==> src/rtl/lut_cell_pkg.sv <==
package lut_cell_pkg;

    // Output-mode option bit
    typedef enum logic {
        OMODE_COMB = 1'b0,
        OMODE_REG  = 1'b1
    } omode_e;

    // Output flip-flop state
    typedef struct packed {
        logic val;
    } ostage_t;

endpackage

==> src/rtl/lut_cfg_chain.sv <==
module lut_cfg_chain #(
    parameter int unsigned LEN = 18
) (
    input  logic           clk,
    input  logic           shift_en,
    input  logic           ser_in,
    output logic [LEN-1:0] bits_q,
    output logic           ser_out
);
    logic [LEN-1:0] bits_d;

    // New bits enter at the top; the bit at index 0 leaves first
    always_comb begin
        bits_d = bits_q;
        if (shift_en) begin
            bits_d = {ser_in, bits_q[LEN-1:1]};
        end
    end

    always_ff @(posedge clk) begin
        bits_q <= bits_d;
    end

    assign ser_out = bits_q[0];
endmodule

==> src/rtl/lut_table_mux.sv <==
module lut_table_mux #(
    parameter int unsigned K = 4,
    localparam int unsigned N = 1 << K
) (
    input  logic [N-1:0] table_bits,
    input  logic [K-1:0] index,
    output logic         result
);
    // Binary mux tree; level l keeps N >> l nodes
    logic [2*N-2:0] node;

    for (genvar i = 0; i < N; i++) begin : g_leaf
        assign node[i] = table_bits[i];
    end

    for (genvar l = 1; l <= K; l++) begin : g_lvl
        localparam int unsigned IN_BASE  = 2*N - (2*N >> (l-1));
        localparam int unsigned OUT_BASE = 2*N - (2*N >> l);
        for (genvar j = 0; j < (N >> l); j++) begin : g_node
            assign node[OUT_BASE + j] = index[l-1] ? node[IN_BASE + 2*j + 1]
                                                   : node[IN_BASE + 2*j];
        end
    end

    assign result = node[2*N-2];
endmodule

==> src/rtl/lut_out_stage.sv <==
module lut_out_stage
    import lut_cell_pkg::*;
(
    input  logic   clk,
    input  logic   rst,
    input  logic   hold,
    input  logic   rst_allow,
    input  omode_e mode,
    input  logic   d,
    output logic   ff_q,
    output logic   y
);
    ostage_t st_d, st_q;

    // Priority: hold while configuring, then gated reset, then capture
    always_comb begin
        st_d = st_q;
        if (!hold) begin
            if (rst && rst_allow) begin
                st_d.val = 1'b0;
            end else begin
                st_d.val = d;
            end
        end
    end

    always_ff @(posedge clk) begin
        st_q <= st_d;
    end

    assign ff_q = st_q.val;
    assign y    = (mode == OMODE_REG) ? st_q.val : d;
endmodule

==> src/rtl/lut_cell.sv <==
module lut_cell
    import lut_cell_pkg::*;
#(
    parameter int unsigned K = 4
) (
    input  logic         clk,
    input  logic         rst,
    input  logic         cfg_shift,
    input  logic         cfg_din,
    output logic         cfg_dout,
    input  logic [K-1:0] lut_in,
    output logic         cell_out
);
    localparam int unsigned N         = 1 << K;
    localparam int unsigned MODE_BIT  = N;
    localparam int unsigned RSTEN_BIT = N + 1;
    localparam int unsigned CHAIN_LEN = N + 2;

    logic [CHAIN_LEN-1:0] chain_q;
    logic                 lut_val;
    logic                 out_q;

    lut_cfg_chain #(.LEN(CHAIN_LEN)) u_chain (
        .clk      (clk),
        .shift_en (cfg_shift),
        .ser_in   (cfg_din),
        .bits_q   (chain_q),
        .ser_out  (cfg_dout)
    );

    lut_table_mux #(.K(K)) u_mux (
        .table_bits (chain_q[N-1:0]),
        .index      (lut_in),
        .result     (lut_val)
    );

    lut_out_stage u_out (
        .clk       (clk),
        .rst       (rst),
        .hold      (cfg_shift),
        .rst_allow (chain_q[RSTEN_BIT]),
        .mode      (omode_e'(chain_q[MODE_BIT])),
        .d         (lut_val),
        .ff_q      (out_q),
        .y         (cell_out)
    );
endmodule

==> config.mk <==
export PLATFORM = sky130hd
export DESIGN_NAME = lut_cell
export DESIGN_NICKNAME = d
export VERILOG_FILES = /design/src/rtl/lut_cell_pkg.sv /design/src/rtl/lut_cfg_chain.sv /design/src/rtl/lut_table_mux.sv /design/src/rtl/lut_out_stage.sv /design/src/rtl/lut_cell.sv
export SDC_FILE = /design/constraint.sdc
export NUM_CORES = 1
export LEC_CHECK = 0
export ABC_AREA = 1
export CAP_MARGIN = 20
export CORE_UTILIZATION = 30
export CTS_CLUSTER_DIAMETER = 50
export DETAILED_ROUTE_END_ITERATION = 7
export SETUP_SLACK_MARGIN = 0.4
export SLEW_MARGIN = 20
export SYNTH_ARGS = -nofsm -noshare
export SYNTH_HDL_FRONTEND = slang
export SYNTH_SLANG_ARGS = --single-unit
==> constraint.sdc <==
create_clock -name clk -period 1.83 [get_ports clk]
set_input_delay 0.366 -clock clk [delete_from_list [all_inputs] [get_ports clk]]
set_output_delay 0.366 -clock clk [all_outputs]
set_load 0.01 [all_outputs]
Yosys cells after proc, flatten, opt, wreduce, memory -nomap -nowiden
Index checks and enable logic that the tools add are counted.
Word-level totals
  register bits after elaboration: 19
  word-level logic and storage cells: 19
Operators by class
  muxes and demuxes: 16
  reduce and logical (&&, ||, !) cells: 1
Operator list (count)
  $mux 1: 16
  $logic_and 1x1->1: 1

Longest topological paths before layout
Gate-level depths: netlist of run 1.
  word-level depth: 5
  mapped depth: 10

Hierarchy
A second synthesis of run 1 with hierarchy kept.
Unflattened totals
  cell total of the unflattened synthesis: 77
  area total of the unflattened synthesis: 839.6 um2
By module, submodules not included
  lut_cfg_chain: sequential area each 540.5 um2, area each 548.0 um2, times used 1, cells each 19
  lut_table_mux: sequential area each 0.0 um2, area each 230.2 um2, times used 1, cells each 50
  lut_out_stage: sequential area each 30.0 um2, area each 61.3 um2, times used 1, cells each 8

Least setup slack after synthesis of run 1
Ideal clock, no wire load.
  kind: input to output
  start: input port lut_in[0]
  end: output port cell_out
  path slack: 0.479 ns
  stages: 10
  arrival time: 0.985 ns
  data required time: 1.464 ns
  path through: buf_6 -> inv_8 -> nand2_2 -> nand2_1 -> nand2_1 -> nand3_2 -> nand3_2 -> nand2_1 -> nand2_1 -> nand2_1
On the way
  cells in the longest elaborated chain, start to end: 5
  elaborated cells on any way between the ends: 16
Ends and longest elaborated chain
  start, declared: line lut_cell.sv:11  | input logic [K-1:0] lut_in,
  $mux 1 (3 in a row): line lut_table_mux.sv:20  | assign node[OUT_BASE + j] = index[l-1] ? node[IN_BASE + 2*j + 1]
  $mux 1 *: line lut_table_mux.sv:20
  $mux 1 *: line lut_out_stage.sv:32  | assign y = (mode == OMODE_REG) ? st_q.val : d;
  end, declared: line lut_cell.sv:12  | output logic cell_out
Mark *: on every way between the ends. The rest lies on a longest branch, timed or not.

Worst setup path after layout of run 1
  start: register u_chain.bits_q[12]
  end: output port cell_out
On the way
  cells in the longest elaborated chain, start to end: 5
Ends and longest elaborated chain
  start, declared: line lut_cfg_chain.sv:7  | output logic [LEN-1:0] bits_q,
  start signal, assigned: line lut_cfg_chain.sv:21  | bits_q <= bits_d;
  $mux 1 (4 in a row): line lut_table_mux.sv:20
  $mux 1: line lut_out_stage.sv:32
No other way between the ends.

==> flow_summary.yaml, run 1 <==
logic_synthesis:
  synth-seq-cells: 19
  mappedNetlistNets: 84
  synth-compound-area-share_pct: 0.872
  syn-mean-instance-area_um2: 11.3
  synth.distinct_cells: 11
  synth_xor_xnor_area_share_pct: 0
  syn-cell-area_um2: 861
  synth-warning-count: 0
  yosys.area_share.simple_pct: 22.8
  syn_inst: 76
  synth.area.mux_share_pct: 0
  synth_top_family_by_area: "simple AND/OR/NAND/NOR gates"
  portion_of_the_post_synthesis_area_used_by_sequential_elements_pct: 66.3
  synthAdderAreaFrac_pct: 0
cts:
  clkLatencyLatePin_ns: 0.29
  cts_buffer_depth: 2
  clock_tree_from_tritoncts: "built"
  clkSlewWorstSetupHoldPaths_ns: 0.10
  root_buffer: "sky130_fd_sc_hd__clkbuf_4"
  num_clock_sinks: 19
  cts_hold_repair.buffers: 0
  cts.htree.levels: 1
  tritoncts.num_buffers: 3
timing:
  finalHoldViolCount: 0
  finalWorstSetupSlack_ns: 0.136
  finClkSkew_ns: 0.00493
  finalSetupViolations: 0
  maxSlewHeadroom_pct: 84.7
  grt_setup_unrepaired: "yes"
  fmaxAchievable_ghz: 0.590
  post-route-min-period_ns: 1.69
  min_period_over_period_pct: 92.6
  totalNegativeSetupSlack_ns: 0
  finalMaxSlewViolations: 0
  tightestPinTransition_ns: 0.229
detailed_routing:
  drt_first_iter_violations: 3
  routed_wire_length_per_instance_um: 10.4
  vias_per_cell: 4.26
  antenna_left: 0
  drt-total-wl_um: 1340
  detail_route.first_pass.iterations: 4
  detailed_route_via_count: 545
  drc_errors: 0
global_route:
  grt_util_overall_pct: 10.3
  first_global_vias: 558
  grt_first_pass_wirelength_um: 2370
  antenna_found_initial: 0
  pin_count_of_the_biggest_net_entering_global_routing: 20
  overflow_left_after_global_routing: 0
setup_path:
  timing.critical_path.from_type: "register"
  cp_data_required_time_ns: 1.46
  worst-endpoint-arrival_ns: 1.33
  critical_path_start_end_classification: "reg2out"
  critPathCaptureType: "output port"
  cp_max_fo: 2
power_and_ir_drop:
  clock_group_share_of_total_power_pct: 24.7
  worst_ir_drop_vdd_mv: 0.425
  powerDensity_mw_per_mm2: 775
  comb_power_share_pct: 12.3
  power.share.switching_pct: 22.4
  total_leakage_power_uw: 0.000476
  net-switching-power_uw: 185
  seqPwrFrac_pct: 63.0
  p_int_uw: 644
run:
  cap_violations: 0
floorplanning:
  chipHeight_um: 55.6
  die_area_mm2: 0.00309
  floorplan.initialDensity_pct: 31.5
  boundaryPins: 10
  fp-row-count: 19
  fp.coreArea_mm2: 0.00273
  die_w_um: 55.6
final_layout:
  finish.net_count: 106
  num_antenna_cells: 0
  layout.core_utilization_pct: 39.2
  flow.area_growth_from_synthesis_pct: 24.4
  drive_above_1_share_pct: 32.0
  fillCellCount: 261
hold_path:
  class_of_the_most_critical_hold_timing_path: "reg2reg"
placement:
  numPortBuffers: 9
  place_ws_ns: -0.576
  dpl.hpwl_um: 967
  finalWeightedCongestion: 0.817
outcome:
  outcome: "complete, no violations"
[layer usage]
layer / global-route usage [%] / wire [µm] / vias to the layer above / share of wire, %
met2: 16.2 / 649 / 5 / 49
li1: - / - / 285 / -
met3: 2.81 / 28 / 4 / 2.1
met1: 12.3 / 614 / 251 / 46
met5: 0 / 0 / - / 0
met4: 6.43 / 42 / 0 / 3.1
[sequential cells by signal, indices dropped and copies added (netlist names)]
register	cells
u_chain.bits_q	18
u_out.ff_q	1
[critical path, stage by stage (launching register included)]
cell and delay, ns:
sky130_fd_sc_hd__edfxtp_1 0.42, sky130_fd_sc_hd__inv_2 0.07, sky130_fd_sc_hd__nand2_2 0.04, sky130_fd_sc_hd__nand3_1 0.08
sky130_fd_sc_hd__nand3_2 0.08, sky130_fd_sc_hd__nand3_2 0.08, sky130_fd_sc_hd__nand2_1 0.05, sky130_fd_sc_hd__nand2_1 0.05
sky130_fd_sc_hd__nand2_1 0.04, sky130_fd_sc_hd__buf_2 0.13
[cells in the mapped netlist, drive strengths merged]
library cell  number  share of area [%]
nand2             25                 12
edfxtp            19                 66
inv               16                7.8
nand3             12                 10
clkinv             2               0.87
a21boi             1               0.87
buf                1                1.3
[kinds of logic after synthesis]
family | after synthesis
AO/OA/AOI/OAI | 1
buffers and inverters | 19
flip-flops | 19
AND/OR/NAND/NOR | 37
[layout make-up]
class,instances,area [µm²],area share (%)
clock buffers,4,26.3,2.45
well taps,31,38.8,3.62
multi-input cells,38,209,19.5
flip-flops and latches,19,571,53.3
repair buffers,18,151,14.1
inverters,18,75.1,7.01
[power by group through the flow]
stage / logic (µW) / registers [µW] / clock network [µW]
floorplan: 51.5 / 529 / 0
global placement: 99.8 / 533 / 0
detailed placement: 101 / 534 / 0
CTS: 101 / 524 / 211
global route: 114 / 527 / 228
finish: 102 / 523 / 205
[cell usage in the layout (no fill, tap or decap), drive strengths merged]
| cell type | netlist | layout |
|---|---|---|
| clkbuf | 0 | 4 |
| clkdlybuf4s15 | 0 | 1 |
| buf | 1 | 10 |
| dlygate4sd2 | 0 | 3 |
| clkdlybuf4s50 | 0 | 4 |
| clkinv | 2 | 2 |
| nand2 | 25 | 25 |
| inv | 16 | 16 |
| nand3 | 12 | 12 |
| a21boi | 1 | 1 |
| edfxtp | 19 | 19 |
[path summary, 6_finish.rpt]
| check | to | from | cells past startpoint | slack [ns] |
|---|---|---|---|---|
| hold / removal | u_chain.bits_q[7] | u_chain.bits_q[8] | 0 | 0.46 |
| setup / recovery | cell_out | u_chain.bits_q[12] | 9 | 0.14 |
| hold reg to reg | u_chain.bits_q[7] | u_chain.bits_q[8] | 0 | 0.46 |
| setup reg to reg | u_out.ff_q | u_chain.bits_q[6] | 8 | 0.58 |
[timing repair]
item	in CTS	in global routing
setup endpoints to repair	3	1
gates cloned	1	0
resized for setup	11	1
setup buffers	1	1
[through the flow]
step                cells  total power [µW]  hold WS, ns  area, µm²
floorplan              76               581        0.426        861
global placement      121               632        0.438       1020
detailed placement    121               635        0.437       1020
CTS                   127               836        0.471       1060
global route          128               869        0.484       1070
finish                128               830        0.464       1070
No activity file was read; power rests on OpenSTA's default activity.
==> run 2: changes to the inputs <==
clock period = 1.5 ns   (was 1.83 ns; I/O delays follow)
==> run 2 against run 1 <==
  * The flow now finishes with violations (negative setup slack)
  * Largest cell class unchanged
  * Clock skew down 0.0013 ns
  * Critical path type unchanged
  * First-iteration DRC count rose to 2.7 times the previous value
  * Sequential cell count unchanged
==> flow_summary.yaml, run 2 (synthesis results as in run 1) <==
outcome:
  outcome: "finished with violations"
  violations: "negative setup slack"
setup_path:
  worst_r2r_endpoint: "u_out.ff_q"
  worst_r2r_startpoint: "u_chain.bits_q[1]"
  worst-endpoint-arrival_ns: 1.36
  cp_max_fo: 2
  critPathCaptureType: "output port"
  r2r_cells: 11
  cp_data_required_time_ns: 1.20
  timing.critical_path.from_type: "register"
  regToRegSetupSlack_ns: -0.06
  critical_path_start_end_classification: "reg2out"
placement:
  numPortBuffers: 9
  dpl.hpwl_um: 912
  finalWeightedCongestion: 0.772
  place_area_mm2: 0.00109
  place_ws_ns: -0.770
cts:
  cts_buffer_depth: 2
  clkSlewWorstSetupHoldPaths_ns: 0.10
  clock_tree_from_tritoncts: "built"
  cts_hold_repair.buffers: 0
  tritoncts.num_buffers: 3
  num_clock_sinks: 19
  root_buffer: "sky130_fd_sc_hd__clkbuf_4"
  clkLatencyLatePin_ns: 0.30
  cts.htree.levels: 1
final_layout:
  layout.cell_area.non_filler_mm2: 0.00127
  number_of_flip_flops_in_the_largest_register: 18
  ff_latch_area_um2: 571
  flow.area_growth_from_synthesis_pct: 47.4
  most_flop_heavy_register: "u_chain.bits_q"
  finish.net_count: 122
  fillCellCount: 238
  num_antenna_cells: 0
  multiInputGateArea_um2: 230
  drive_above_1_share_pct: 50.4
  layout_common_cells: "sky130_fd_sc_hd__buf_4 (21), sky130_fd_sc_hd__edfxtp_1 (19), sky130_fd_sc_hd__nand2_1 (17)"
  most_frequent_standard_cell_in_the_layout_excluding_fill_and_tap_cells: "sky130_fd_sc_hd__buf_4"
timing:
  min_period_over_period_pct: 111
  worst_hold_slack_ns: 0.471
  totalNegativeSetupSlack_ns: -0.222
  finalSetupViolations: 2
  maxSlewHeadroom_pct: 84.8
  post-route-min-period_ns: 1.66
  fmaxAchievable_ghz: 0.601
  tightestPinTransition_ns: 0.227
  finClkSkew_ns: 0.00358
  finalMaxSlewViolations: 0
  finalHoldViolCount: 0
  finalWorstSetupSlack_ns: -0.164
  grt_setup_unrepaired: "yes"
power_and_ir_drop:
  powerDensity_mw_per_mm2: 866
  worst_ir_drop_vdd_mv: 0.472
  total_leakage_power_uw: 0.000588
global_route:
  pin_count_of_the_biggest_net_entering_global_routing: 20
  grt_util_overall_pct: 11.8
  grt_first_pass_wirelength_um: 2670
  first_global_vias: 610
  antenna_found_initial: 0
  overflow_left_after_global_routing: 0
detailed_routing:
  drc_errors: 0
  drt_first_iter_violations: 8
  detailed_route_via_count: 634
  detail_route.first_pass.iterations: 4
  vias_per_cell: 4.40
  antenna_left: 0
  routed_wire_length_per_instance_um: 11.2
  drt-total-wl_um: 1620
hold_path:
  class_of_the_most_critical_hold_timing_path: "reg2reg"
  timing.hold.worst_endpoint: "u_chain.bits_q[4]"
  worstHoldStart: "u_chain.bits_q[5]"
  hold_path_depth: 0
floorplanning:
  chipHeight_um: 55.6
  die_area_mm2: 0.00309
  fp-row-count: 19
  floorplan.initialDensity_pct: 31.5
  fp.coreArea_mm2: 0.00273
  boundaryPins: 10
  die_w_um: 55.6
run:
  cap_violations: 0
-- run 2: worst max path at each step --
stage               cells past startpoint          startpoint  slack [ns]        to
detailed placement                     11           lut_in[0]       -0.77  cell_out
CTS                                     9   u_chain.bits_q[9]       -0.13  cell_out
global placement                       11           lut_in[0]       -0.75  cell_out
finish                                  9   u_chain.bits_q[3]       -0.16  cell_out
floorplan                              10           lut_in[0]        0.29  cell_out
global route                            9  u_chain.bits_q[15]       -0.26  cell_out
-- run 2: layout make-up --
| class | count | area share [%] |
|---|---|---|
| Sequential cell | 19 | 45.0 |
| Timing Repair Buffer | 34 | 25.7 |
| Multi-Input combinational cell | 38 | 18.1 |
| Inverter | 18 | 6.02 |
| Tap cell | 31 | 3.06 |
| Clock buffer | 4 | 2.07 |
-- run 2: power breakdown --
| part | internal, µW | switching [µW] | leakage (µW) |
|---|---|---|---|
| registers | 621 | 17.0 | 0.000186 |
| clock network | 104 | 159 | 0.0000150 |
| logic | 115 | 82.8 | 0.000386 |
| total | 840 | 259 | 0.000588 |
-- run 2: per-layer routing --
metal	vias to the layer above	global-route usage, %	wire length [µm]
met5	-	0	0
met4	0	10.0	47
met3	6	3.04	60
met2	17	17.6	792
met1	294	14.2	720
li1	317	-	-
-- run 2: critical path, cell delays in order, from the launching register on --
cell                       delay [ns]
sky130_fd_sc_hd__edfxtp_1        0.41
sky130_fd_sc_hd__nand2_1         0.10
sky130_fd_sc_hd__nand2_1         0.06
sky130_fd_sc_hd__nand2_1         0.06
sky130_fd_sc_hd__nand3_2         0.07
sky130_fd_sc_hd__nand3_2         0.07
sky130_fd_sc_hd__nand2_1         0.05
sky130_fd_sc_hd__nand2_1         0.07
sky130_fd_sc_hd__nand2_2         0.06
sky130_fd_sc_hd__buf_6           0.12
-- run 2: through the flow --
stage | power, µW | utilization, % | std cells
3_3_place_gp | 791 | 39.8 | 126
5_1_grt | 1150 | 46.4 | 144
2_1_floorplan | 710 | - | 76
6_report | 1100 | 46.4 | 144
3_5_place_dp | 793 | 39.8 | 126
4_1_cts | 1090 | 45.2 | 142
-- run 2: repair_timing --
item	in CTS	in global routing
pin swaps	11	4
gates cloned	1	0
setup buffers	11	2
gates resized for setup	20	6
setup endpoints to repair	3	3
hold endpoints to repair	0	0
==> run 3: changes to the inputs <==
PLACE_DENSITY = 0.54   (was default)
==> run 3 against run 2 <==
  * The run still ends with negative setup slack left
  * Count of clock-buffer cells in the layout did not move
  * Die area did not move
  * Maximum frequency fell by 1.0%
  * Clock power fell by 5%
  * Global-route usage fell by 0.97 points
  * Combinational power fell by 4%
  * Final cell count rose by 2.1%
  * Via count rose by 0.47%
  * Final area fell by 1.1%
  * Core utilization fell by 0.50 points
  * Sequential cell count did not move
==> flow_summary.yaml, run 3 (synthesis results as in run 1) <==
outcome:
  outcome: "finished with violations"
  violations: "negative setup slack"
final_layout:
  most_frequent_standard_cell_in_the_layout_excluding_fill_and_tap_cells: "sky130_fd_sc_hd__buf_4"
  layout.core_utilization_pct: 45.9
  most_flop_heavy_register: "u_chain.bits_q"
  layout_common_cells: "sky130_fd_sc_hd__buf_4 (24), sky130_fd_sc_hd__edfxtp_1 (19), sky130_fd_sc_hd__nand2_1 (17)"
  num_antenna_cells: 0
  flow.area_growth_from_synthesis_pct: 45.8
  fillCellCount: 257
  finish.net_count: 125
  drive_above_1_share_pct: 49.1
  stdcell_count: 147
  number_of_flip_flops_in_the_largest_register: 18
cts:
  cts_buffer_depth: 2
  root_buffer: "sky130_fd_sc_hd__clkbuf_4"
  clock_tree_from_tritoncts: "built"
  num_clock_sinks: 19
  clkSlewWorstSetupHoldPaths_ns: 0.10
  clkLatencyLatePin_ns: 0.29
  tritoncts.num_buffers: 3
  cts.htree.levels: 1
timing:
  finalMaxSlewViolations: 0
  finalSetupViolations: 2
  totalNegativeSetupSlack_ns: -0.331
  finalWorstSetupSlack_ns: -0.181
  finalHoldViolCount: 0
  fmaxAchievable_ghz: 0.595
  maxSlewHeadroom_pct: 85.4
  tightestPinTransition_ns: 0.219
  grt_setup_unrepaired: "yes"
  min_period_over_period_pct: 112
  post-route-min-period_ns: 1.68
  finClkSkew_ns: 0.000294
floorplanning:
  die_area_mm2: 0.00309
  chipHeight_um: 55.6
  fp.coreArea_mm2: 0.00273
  floorplan.initialDensity_pct: 31.5
  boundaryPins: 10
  fp-row-count: 19
  die_w_um: 55.6
global_route:
  pin_count_of_the_biggest_net_entering_global_routing: 20
  overflow_left_after_global_routing: 0
  first_global_vias: 611
  grt_util_overall_pct: 10.8
  grt_first_pass_wirelength_um: 2590
  antenna_found_initial: 0
detailed_routing:
  detail_route.first_pass.iterations: 4
  drc_errors: 0
  detailed_route_via_count: 637
  drt_first_iter_violations: 12
  drt-total-wl_um: 1550
  vias_per_cell: 4.33
  routed_wire_length_per_instance_um: 10.6
  antenna_left: 0
power_and_ir_drop:
  seqPwrFrac_pct: 59.1
  power.share.switching_pct: 22.6
  powerDensity_mw_per_mm2: 858
  comb_power_share_pct: 17.6
  net-switching-power_uw: 244
  total_leakage_power_uw: 0.000579
  worst_ir_drop_vdd_mv: 0.608
  clock_group_share_of_total_power_pct: 23.3
  p_int_uw: 834
setup_path:
  cp_data_required_time_ns: 1.66
  critical_path_start_end_classification: "reg2reg"
  worst_r2r_startpoint: "u_chain.bits_q[3]"
  critPathCaptureType: "register"
  timing.critical_path.from_type: "register"
  worst-endpoint-arrival_ns: 1.84
  cp_max_fo: 2
  startpoint: "u_chain.bits_q[3]"
hold_path:
  class_of_the_most_critical_hold_timing_path: "reg2reg"
  worstHoldStart: "u_chain.bits_q[8]"
placement:
  dpl.hpwl_um: 942
  finalWeightedCongestion: 0.792
  placed_cells: 125
  numPortBuffers: 9
  place_ws_ns: -0.780
run:
  cap_violations: 0
[run 3: changes by cell type in the layout (fill, tap and decap cells not counted), sizes merged]
cell and delta:
bufbuf -1, inv -2, buf +3, clkdlybuf4s15 +1
clkinv +2
[run 3: worst max-delay path: stages (launching register included)]
cell                       delay, ns
sky130_fd_sc_hd__edfxtp_1       0.38
sky130_fd_sc_hd__nand2_1        0.07
sky130_fd_sc_hd__nand2_1        0.07
sky130_fd_sc_hd__nand2_1        0.06
sky130_fd_sc_hd__nand3_2        0.07
sky130_fd_sc_hd__nand3_2        0.08
sky130_fd_sc_hd__buf_4          0.14
sky130_fd_sc_hd__buf_6          0.10
sky130_fd_sc_hd__buf_4          0.12
sky130_fd_sc_hd__buf_4          0.12
sky130_fd_sc_hd__buf_4          0.12
sky130_fd_sc_hd__buf_4          0.12
sky130_fd_sc_hd__a21boi_2       0.12
[run 3: power by group through the flow]
stage	combinational [µW]	sequential, µW	clock [µW]
floorplan	64.2	645	0
global placement	135	650	0
detailed placement	136	651	0
CTS	175	637	267
global route	206	642	285
finish	190	637	250
[run 3: per-layer routing]
layer  part of all wire (%)  wire, µm  track usage, %  vias to the layer above
met5                      0         0               0                        -
li1                       -         -               -                      323
met3                    4.1        64            5.15                        2
met1                     47       732            14.0                      303
met2                     48       749            16.7                        9
met4                   0.52         8            2.14                        0
[run 3: layout make-up]
type,instances,area [µm²],share of cell area (%)
multi-input combinational,38,225,17.9
timing repair buffer,37,313,24.9
tap,31,38.8,3.09
inverter,18,81.3,6.48
clock buffer,4,26.3,2.09
sequential,19,571,45.5
[run 3: metrics by stage]
| stage | total power, µW | area [µm²] | hold slack [ns] |
|---|---|---|---|
| 2_1_floorplan | 710 | 863 | 0.399 |
| 3_3_place_gp | 785 | 1070 | 0.437 |
| 3_5_place_dp | 787 | 1070 | 0.442 |
| 4_1_cts | 1080 | 1210 | 0.467 |
| 5_1_grt | 1130 | 1250 | 0.482 |
| 6_report | 1080 | 1250 | 0.462 |
[run 3: timing repair]
| action | 4_1_cts | 5_1_grt |
|---|---|---|
| endpoints found under the setup margin | 3 | 3 |
| hold buffers | 0 | 0 |
| setup buffers | 14 | 3 |
| cloned | 1 | 0 |
| pin swaps | 13 | 7 |
| resized for setup | 18 | 5 |
[run 3: path summary, 6_finish.rpt]
kind / slack (ns) / depth (start not counted) / endpoint
worst max-delay path: -0.18 / 12 / u_out.ff_q
worst min-delay path: 0.46 / 0 / u_chain.bits_q[7]
worst min register to register: 0.46 / 0 / u_chain.bits_q[7]
worst max register to register: -0.18 / 12 / u_out.ff_q
